<file path="config.mk">
export PLATFORM = sky130hd
export DESIGN_NAME = adc_rec_fifo
export DESIGN_NICKNAME = d
export VERILOG_FILES = /design/src/rtl/adc_fifo_pkg.sv /design/src/rtl/adc_fifo_store.sv /design/src/rtl/adc_fifo_flags.sv /design/src/rtl/adc_fifo_pack.sv /design/src/rtl/adc_rec_fifo.sv
export SDC_FILE = /design/constraint.sdc
export NUM_CORES = 1
export LEC_CHECK = 0
export ABC_AREA = 1
export ABC_CLOCK_PERIOD_IN_PS = 3570
export BUFFER_PORTS_ARGS = -buffer_cell sky130_fd_sc_hd__buf_2
export CAP_MARGIN = 40
export CORE_UTILIZATION = 55
export CTS_CLUSTER_DIAMETER = 30
export CTS_CLUSTER_SIZE = 30
export DETAILED_ROUTE_END_ITERATION = 12
export PLACE_DENSITY = 0.73
export SYNTH_ARGS = -nofsm -noshare
export SYNTH_HDL_FRONTEND = slang
export SYNTH_SLANG_ARGS = --single-unit
</file>
<file path="constraint.sdc">
create_clock -name clk_i -period 3.57 [get_ports clk_i]
set_clock_uncertainty 0.2 [all_clocks]
set_input_delay 0 -clock clk_i [delete_from_list [all_inputs] [get_ports clk_i]]
set_output_delay 0 -clock clk_i [all_outputs]
set_load 0.02 [all_outputs]
</file>
<file path="src/rtl/adc_fifo_pkg.sv">
package adc_fifo_pkg;
  localparam int RES_W = 12;
  localparam int SRC_W = 2;
  localparam int CH_W  = 5;

  // word layout
  localparam int RES_LSB_HI = 20;
  localparam int RES_LSB_LO = 16;
  localparam int INV_BIT    = 12;
  localparam int SRC_LSB    = 8;
  localparam int CH_LSB     = 0;

  typedef struct packed {
    logic [RES_W-1:0] result;
    logic             invalid;
    logic [SRC_W-1:0] src;
    logic [CH_W-1:0]  chan;
  } adc_rec_t;
endpackage

</file>
<file path="src/rtl/adc_fifo_store.sv">
module adc_fifo_store
  import adc_fifo_pkg::*;
#(
  parameter int DEPTH = 16,
  localparam int PTR_W = $clog2(DEPTH),
  localparam int CNT_W = $clog2(DEPTH + 1)
) (
  input  logic             clk_i,
  input  logic             rst_ni,
  input  logic             push_i,
  input  adc_rec_t         rec_i,
  input  logic             pop_i,
  input  logic             clr_i,
  output adc_rec_t         head_o,
  output logic [CNT_W-1:0] count_o,
  output logic             push_ok_o,
  output logic             drop_o
);
  adc_rec_t         mem_q [DEPTH];
  logic [PTR_W-1:0] wptr_q, rptr_q;
  logic [CNT_W-1:0] cnt_q;
  logic             is_full, is_empty, pop_ok;

  assign is_full   = (cnt_q == CNT_W'(DEPTH));
  assign is_empty  = (cnt_q == '0);
  assign pop_ok    = pop_i && !clr_i && !is_empty;
  assign push_ok_o = push_i && !clr_i && (!is_full || pop_ok);
  assign drop_o    = push_i && !clr_i && is_full && !pop_ok;
  assign head_o    = mem_q[rptr_q];
  assign count_o   = cnt_q;

  function automatic logic [PTR_W-1:0] nxt(input logic [PTR_W-1:0] p);
    return (p == PTR_W'(DEPTH - 1)) ? '0 : p + 1'b1;
  endfunction

  always_ff @(posedge clk_i or negedge rst_ni) begin
    if (!rst_ni) begin
      wptr_q <= '0;
      rptr_q <= '0;
      cnt_q  <= '0;
    end else if (clr_i) begin
      wptr_q <= '0;
      rptr_q <= '0;
      cnt_q  <= '0;
    end else begin
      if (push_ok_o) wptr_q <= nxt(wptr_q);
      if (pop_ok)    rptr_q <= nxt(rptr_q);
      if (push_ok_o && !pop_ok)      cnt_q <= cnt_q + 1'b1;
      else if (pop_ok && !push_ok_o) cnt_q <= cnt_q - 1'b1;
    end
  end

  always_ff @(posedge clk_i) begin
    if (push_ok_o) mem_q[wptr_q] <= rec_i;
  end

  p_no_overflow_r2: assert property (@(posedge clk_i) disable iff (!rst_ni)
    cnt_q <= CNT_W'(DEPTH));
  p_drop_keeps_r3: assert property (@(posedge clk_i) disable iff (!rst_ni)
    drop_o |=> is_full && $stable(head_o));
  p_swap_full_r4: assert property (@(posedge clk_i) disable iff (!rst_ni)
    (is_full && push_i && pop_i && !clr_i) |=> is_full && !$past(drop_o));
  p_clear_empty_r7: assert property (@(posedge clk_i) disable iff (!rst_ni)
    clr_i |=> is_empty);
endmodule

</file>
<file path="src/rtl/adc_fifo_flags.sv">
module adc_fifo_flags #(
  parameter int DEPTH = 16,
  localparam int THR_W = $clog2(DEPTH),
  localparam int CNT_W = $clog2(DEPTH + 1)
) (
  input  logic             clk_i,
  input  logic             rst_ni,
  input  logic             drop_i,
  input  logic             push_ok_i,
  input  logic [CNT_W-1:0] count_i,
  input  logic [THR_W-1:0] thr_i,
  input  logic             clr_i,
  input  logic             lvl_ack_i,
  input  logic             ovr_wr_i,
  input  logic             ovr_wdata_i,
  output logic             ovr_o,
  output logic             lvl_o
);
  logic ovr_q, lvl_q, lvl_hit, ovr_clr;

  // count before the write equals N: this write stores entry N+1
  assign lvl_hit = push_ok_i && (count_i == CNT_W'(thr_i));
  assign ovr_clr = ovr_wr_i && !ovr_wdata_i;

  always_ff @(posedge clk_i or negedge rst_ni) begin
    if (!rst_ni) begin
      ovr_q <= 1'b0;
      lvl_q <= 1'b0;
    end else begin
      if (drop_i)       ovr_q <= 1'b1;
      else if (ovr_clr) ovr_q <= 1'b0;
      if (clr_i)          lvl_q <= 1'b0;
      else if (lvl_hit)   lvl_q <= 1'b1;
      else if (lvl_ack_i) lvl_q <= 1'b0;
    end
  end

  assign ovr_o = ovr_q;
  assign lvl_o = lvl_q;

  p_ovr_set_r3: assert property (@(posedge clk_i) disable iff (!rst_ni)
    drop_i |=> ovr_q);
  p_ovr_sticky_r5: assert property (@(posedge clk_i) disable iff (!rst_ni)
    (ovr_q && !ovr_clr) |=> ovr_q);
  p_lvl_set_r8: assert property (@(posedge clk_i) disable iff (!rst_ni)
    (lvl_hit && !clr_i) |=> lvl_q);
  p_lvl_clear_r7: assert property (@(posedge clk_i) disable iff (!rst_ni)
    clr_i |=> !lvl_q);
endmodule

</file>
<file path="src/rtl/adc_fifo_pack.sv">
module adc_fifo_pack
  import adc_fifo_pkg::*;
(
  input  adc_rec_t    rec_i,
  input  logic        empty_i,
  input  logic        shift_sel_i,
  output logic [31:0] word_o
);
  always_comb begin
    word_o = '0;
    if (empty_i) begin
      word_o[INV_BIT] = 1'b1;
    end else begin
      if (shift_sel_i) word_o[RES_LSB_LO +: RES_W] = rec_i.result;
      else             word_o[RES_LSB_HI +: RES_W] = rec_i.result;
      word_o[INV_BIT]            = rec_i.invalid;
      word_o[SRC_LSB +: SRC_W]   = rec_i.src;
      word_o[CH_LSB +: CH_W]     = rec_i.chan;
    end
  end
endmodule

</file>
<file path="src/rtl/adc_rec_fifo.sv">
module adc_rec_fifo
  import adc_fifo_pkg::*;
#(
  parameter int DEPTH = 16,
  localparam int THR_W = $clog2(DEPTH),
  localparam int CNT_W = $clog2(DEPTH + 1)
) (
  input  logic             clk_i,
  input  logic             rst_ni,
  input  logic             wr_en_i,
  input  logic [RES_W-1:0] wr_result_i,
  input  logic             wr_invalid_i,
  input  logic [SRC_W-1:0] wr_src_i,
  input  logic [CH_W-1:0]  wr_chan_i,
  input  logic             clr_i,
  input  logic             rd_en_i,
  input  logic [3:0]       rd_be_i,
  input  logic             rd_rmw_i,
  input  logic             shift_sel_i,
  input  logic [THR_W-1:0] thr_i,
  input  logic             lvl_ack_i,
  input  logic             ovr_wr_i,
  input  logic             ovr_wdata_i,
  input  logic             ovr_ie_i,
  output logic [31:0]      rd_data_o,
  output logic             empty_o,
  output logic             full_o,
  output logic             ovr_o,
  output logic             lvl_o,
  output logic             irq_o
);
  adc_rec_t         wrec, head;
  logic [CNT_W-1:0] count;
  logic             push_ok, drop, pop, ovr_flag;

  assign wrec = '{result: wr_result_i, invalid: wr_invalid_i,
                  src: wr_src_i, chan: wr_chan_i};
  assign pop  = rd_en_i && rd_be_i[3];

  adc_fifo_store #(.DEPTH(DEPTH)) u_store (
    .clk_i, .rst_ni,
    .push_i(wr_en_i), .rec_i(wrec), .pop_i(pop), .clr_i,
    .head_o(head), .count_o(count), .push_ok_o(push_ok), .drop_o(drop)
  );

  adc_fifo_flags #(.DEPTH(DEPTH)) u_flags (
    .clk_i, .rst_ni,
    .drop_i(drop), .push_ok_i(push_ok), .count_i(count), .thr_i,
    .clr_i, .lvl_ack_i, .ovr_wr_i, .ovr_wdata_i,
    .ovr_o(ovr_flag), .lvl_o
  );

  assign empty_o = (count == '0);
  assign full_o  = (count == CNT_W'(DEPTH));

  adc_fifo_pack u_pack (
    .rec_i(head), .empty_i(empty_o), .shift_sel_i, .word_o(rd_data_o)
  );

  assign ovr_o = ovr_flag | rd_rmw_i;
  assign irq_o = ovr_flag & ovr_ie_i;

  p_irq_cause_r13: assert property (@(posedge clk_i) disable iff (!rst_ni)
    $rose(irq_o) |-> ovr_ie_i);
  p_empty_idle_r12: assert property (@(posedge clk_i) disable iff (!rst_ni)
    (empty_o && !wr_en_i) |=> empty_o);
  p_lane_nopop_r11: assert property (@(posedge clk_i) disable iff (!rst_ni)
    (!rd_be_i[3] && !wr_en_i && !clr_i) |=> $stable(count));
endmodule

</file>
==> reports/metrics.yaml <==
status:
  status: "finished, violations left"
  violations: "DRC"
timing:
  finalSetupViolCount: 0
  timing.final.crit_share_pct: 90.06
  timing.fmax_ghz: 0.3110
  finalCriticalPeriod_ns: 3.215
  tightest_slew_ns: 0.7800
  relSlewSlack_pct: 48.00
  rsz0062_at_grt: "false"
  final-max-slew-violation-count: 0
  hold_viol_final: 0
  tns_ns: 0
layout:
  finish.instance_area_sq_um: 17990
  layout.nets: 1643
  area_delta_synth_final_pct: 21.33
  drive_above_1_share_pct: 13.48
  fin_util_pct: 68.45
synth:
  syn-instance-count: 1460
  synth.avg_cell_area_sq_um: 10.16
  ys_top_cells_by_area: "edfxtp_1, nand2_1, nand3_1"
  ys_warn_count: 0
  yosysUniqueCellTypes: 34
  syn_area_sq_um: 14830
  synth_top_area_share_pct: 64.81
  synth-seq-cells: 335
  yosys.area.top_type: "edfxtp_1"
  synth_seq_area_share_pct: 67.34
clock_network:
  cts_num_sinks: 335
  htreeDepth: 2
  numCtsBuffers: 60
  clk_path_buf_depth: 3
  root_buffer: "clkbuf_16"
  cts_tree: "done"
  clk-insertion-delay-late_ns: 0.56
  path_clk_slew_ns: 0.05
  post-cts-setup-buffers: 0
setup_path:
  cp_max_fo: 12
  cp.required_ns: 3.82
  path_cells: "nor2_2 -> nand3_2 -> nand2_2 -> nand3_4 -> fa_1 -> nand3_1 -> nand4_1 -> nand2_1 -> inv_1 -> nand2_1 -> nand2_1 -> nand2_1 -> dlygate4sd3_1 -> nand2_1"
  critical-path-max-stage-delay_ns: 0.54
  worst_path_most_repeated_cell: "nand2_1"
  crit_path_end_kind: "flop"
  start_kind: "flop"
  cp_num_buf_inv: 2
  critPathTopFamily: "simple AND/OR/NAND/NOR gates"
  crit_arrival_ns: 3.46
  crit_type: "flop to flop"
  crit_slowest_cell: "dlygate4sd3_1"
detailed_routing:
  drt-total-wl_mm: 35.85
  wire_per_inst_um: 18.14
  postRouteAntennaNets: 0
  first_iter_violations: 1039
  drc: 6
  drtPass1Iterations: 9
  routed-via-count: 10560
  viasPerCell: 5.343
global_route:
  grt_overflow: 0
  grt_max_degree: 114
  grt_pass1_wl_mm: 56.18
  track_usage_pct: 26.49
  first_global_vias: 10550
  antenna_found_initial: 1
power:
  fin_total_pwr_w: 0.01198
  ir_worst_vdd_uv: 555.8
  leakagePower_nw: 7.676
  p_per_area_nw_per_um2: 666.1
placed_design:
  place.gp.congestion: 0.8821
  post_dp_cell_area_sq_um: 15600
  hpwl_mm: 20.24
  io_buffer_count: 64
floorplanning:
  ioPinCount: 76
  initial_core_util_pct: 56.42
  die_w_um: 166.2
  coreArea_sq_um: 26280
  die_area_sq_um: 27620
  rows: 59
  fp.dieH_um: 166.2
job:
  drv_cap: 0
hold_path:
  hold_class: "input port to output pin"
## what timing repair did
action / CTS / global route
gates resized for setup: 0 / 0
endpoints found under the hold margin: 350 / 0
hold buffers: 36 / 0
## sequential cells by signal, indices dropped and copies added (netlist names)
name	cells
u_store.count_o	5
u_store.rptr_q	4
u_flags.lvl_o	1
u_store.wptr_q	4
u_flags.ovr_o	1
u_store.mem_q	320
## metal layers
layer	track usage, %	up-vias	wire length, um
li1	-	5001	-
met2	44.89	478	17780
met3	5.601	92	2631
met4	10.40	0	1123
met5	0	-	0
met1	33.39	4986	14310
## layout by cell type, fill, tap and decap left out, types with 8 or more instances in the layout
cell type and instances:
a21oi_1 18, buf_2 64, buf_4 28, bufinv_16 10, clkbuf_16 61, clkinv_1 13, clkinv_2 8, conb_1 8
dfrtp_1 13, dlygate4sd3_1 36, edfxtp_1 320, ha_1 9, inv_1 200, nand2_1 499, nand3_1 154, nor2_1 77
nor2_2 19, o21ai_0 41, o21ai_1 10
## worst reg2reg max path, cell delays in order, from the launching register on
cell and delay [ns]:
dfrtp_1 0.47, nor2_2 0.18, nand3_2 0.27, nand2_2 0.26, nand3_4 0.20, fa_1 0.45, nand3_1 0.12, nand4_1 0.09
nand2_1 0.10, inv_1 0.04, nand2_1 0.05, nand2_1 0.06, nand2_1 0.04, dlygate4sd3_1 0.54, nand2_1 0.05
## final timing paths
check / start / end / slack (ns) / cells after the start
hold / removal: rd_rmw_i / ovr_o / 0.11 / 3
setup reg to reg: u_store.count_o[0]$_DFFE_PN0P_ / u_store.count_o[4]$_DFFE_PN0P_ / 0.35 / 14
min in group asynchronous: rst_ni / u_flags.ovr_o$_DFFE_PN0P_ / 0.41 / 3
setup / recovery: u_store.count_o[0]$_DFFE_PN0P_ / u_store.count_o[4]$_DFFE_PN0P_ / 0.35 / 14
max in group asynchronous: rst_ni / u_store.rptr_q[1]$_DFFE_PN0P_ / 2.19 / 3
hold reg to reg: u_store.count_o[4]$_DFFE_PN0P_ / u_store.count_o[4]$_DFFE_PN0P_ / 0.43 / 2
## Yosys cell counts
library cell,instances
nand2_1,499
inv_2,2
fa_1,1
clkbuf_1,19
xnor2_1,3
or2_2,1
conb_1,1
dfrtp_1,15
inv_1,200
o21ai_0,41
buf_1,5
buf_2,24
buf_4,17
xor2_1,4
nor2_1,94
o22ai_1,1
buf_6,5
edfxtp_1,320
nand2_2,2
o211a_1,1
nor2_4,1
nand3_4,1
nand3_1,154
o211ai_1,2
o21ai_1,10
a21oi_4,1
a21oi_1,18
nand4_1,2
inv_4,1
ha_1,9
nand3_2,1
clkinv_1,1
nor3_1,2
nor2_2,2
## layout make-up
cell class / count / area (sq um)
antenna: 1 / 2.502
clock buffer: 66 / 1545
clock inverter: 42 / 483.0
fill: 1849 / 8290
inverter: 204 / 768.2
multi-input combinational: 858 / 3749
sequential: 335 / 9992
tap: 335 / 419.2
timing repair buffer: 135 / 1031
## stage by stage
step | instances | setup slack, ns | hold WS (ns)
final | 1976 | 0.3547 | 0.1120
after floorplan | 1467 | 1.020 | -0.4956
after CTS | 1975 | 0.3917 | 0.1030
after global routing | 1976 | 0.1527 | 0.1252
after detailed placement | 1831 | 0.8431 | -0.2646
after global placement | 1830 | 0.7568 | -0.2671
## kinds of logic (layout without fill, tap and decap cells)
| logic type | count (synthesis) | count (layout) | share of synthesized area (%) |
|---|---|---|---|
| simple gates | 759 | 759 | 20.84 |
| xor+xnor | 7 | 7 | 0.4135 |
| buf+inv | 274 | 447 | 7.840 |
| flops | 335 | 335 | 67.34 |
| fa+ha+maj | 10 | 10 | 0.8945 |
| compound gates | 74 | 74 | 2.650 |
| other cells | 1 | 9 | 0.02529 |
## power breakdown
part	leakage, nW	switching [W]	internal, W
registers	3.08	0.0000869	0.00440
clock network	0.975	0.00184	0.00380
logic	3.62	0.00130	0.000548
total	7.68	0.00323	0.00875
Power figures use the tool's default switching activity.
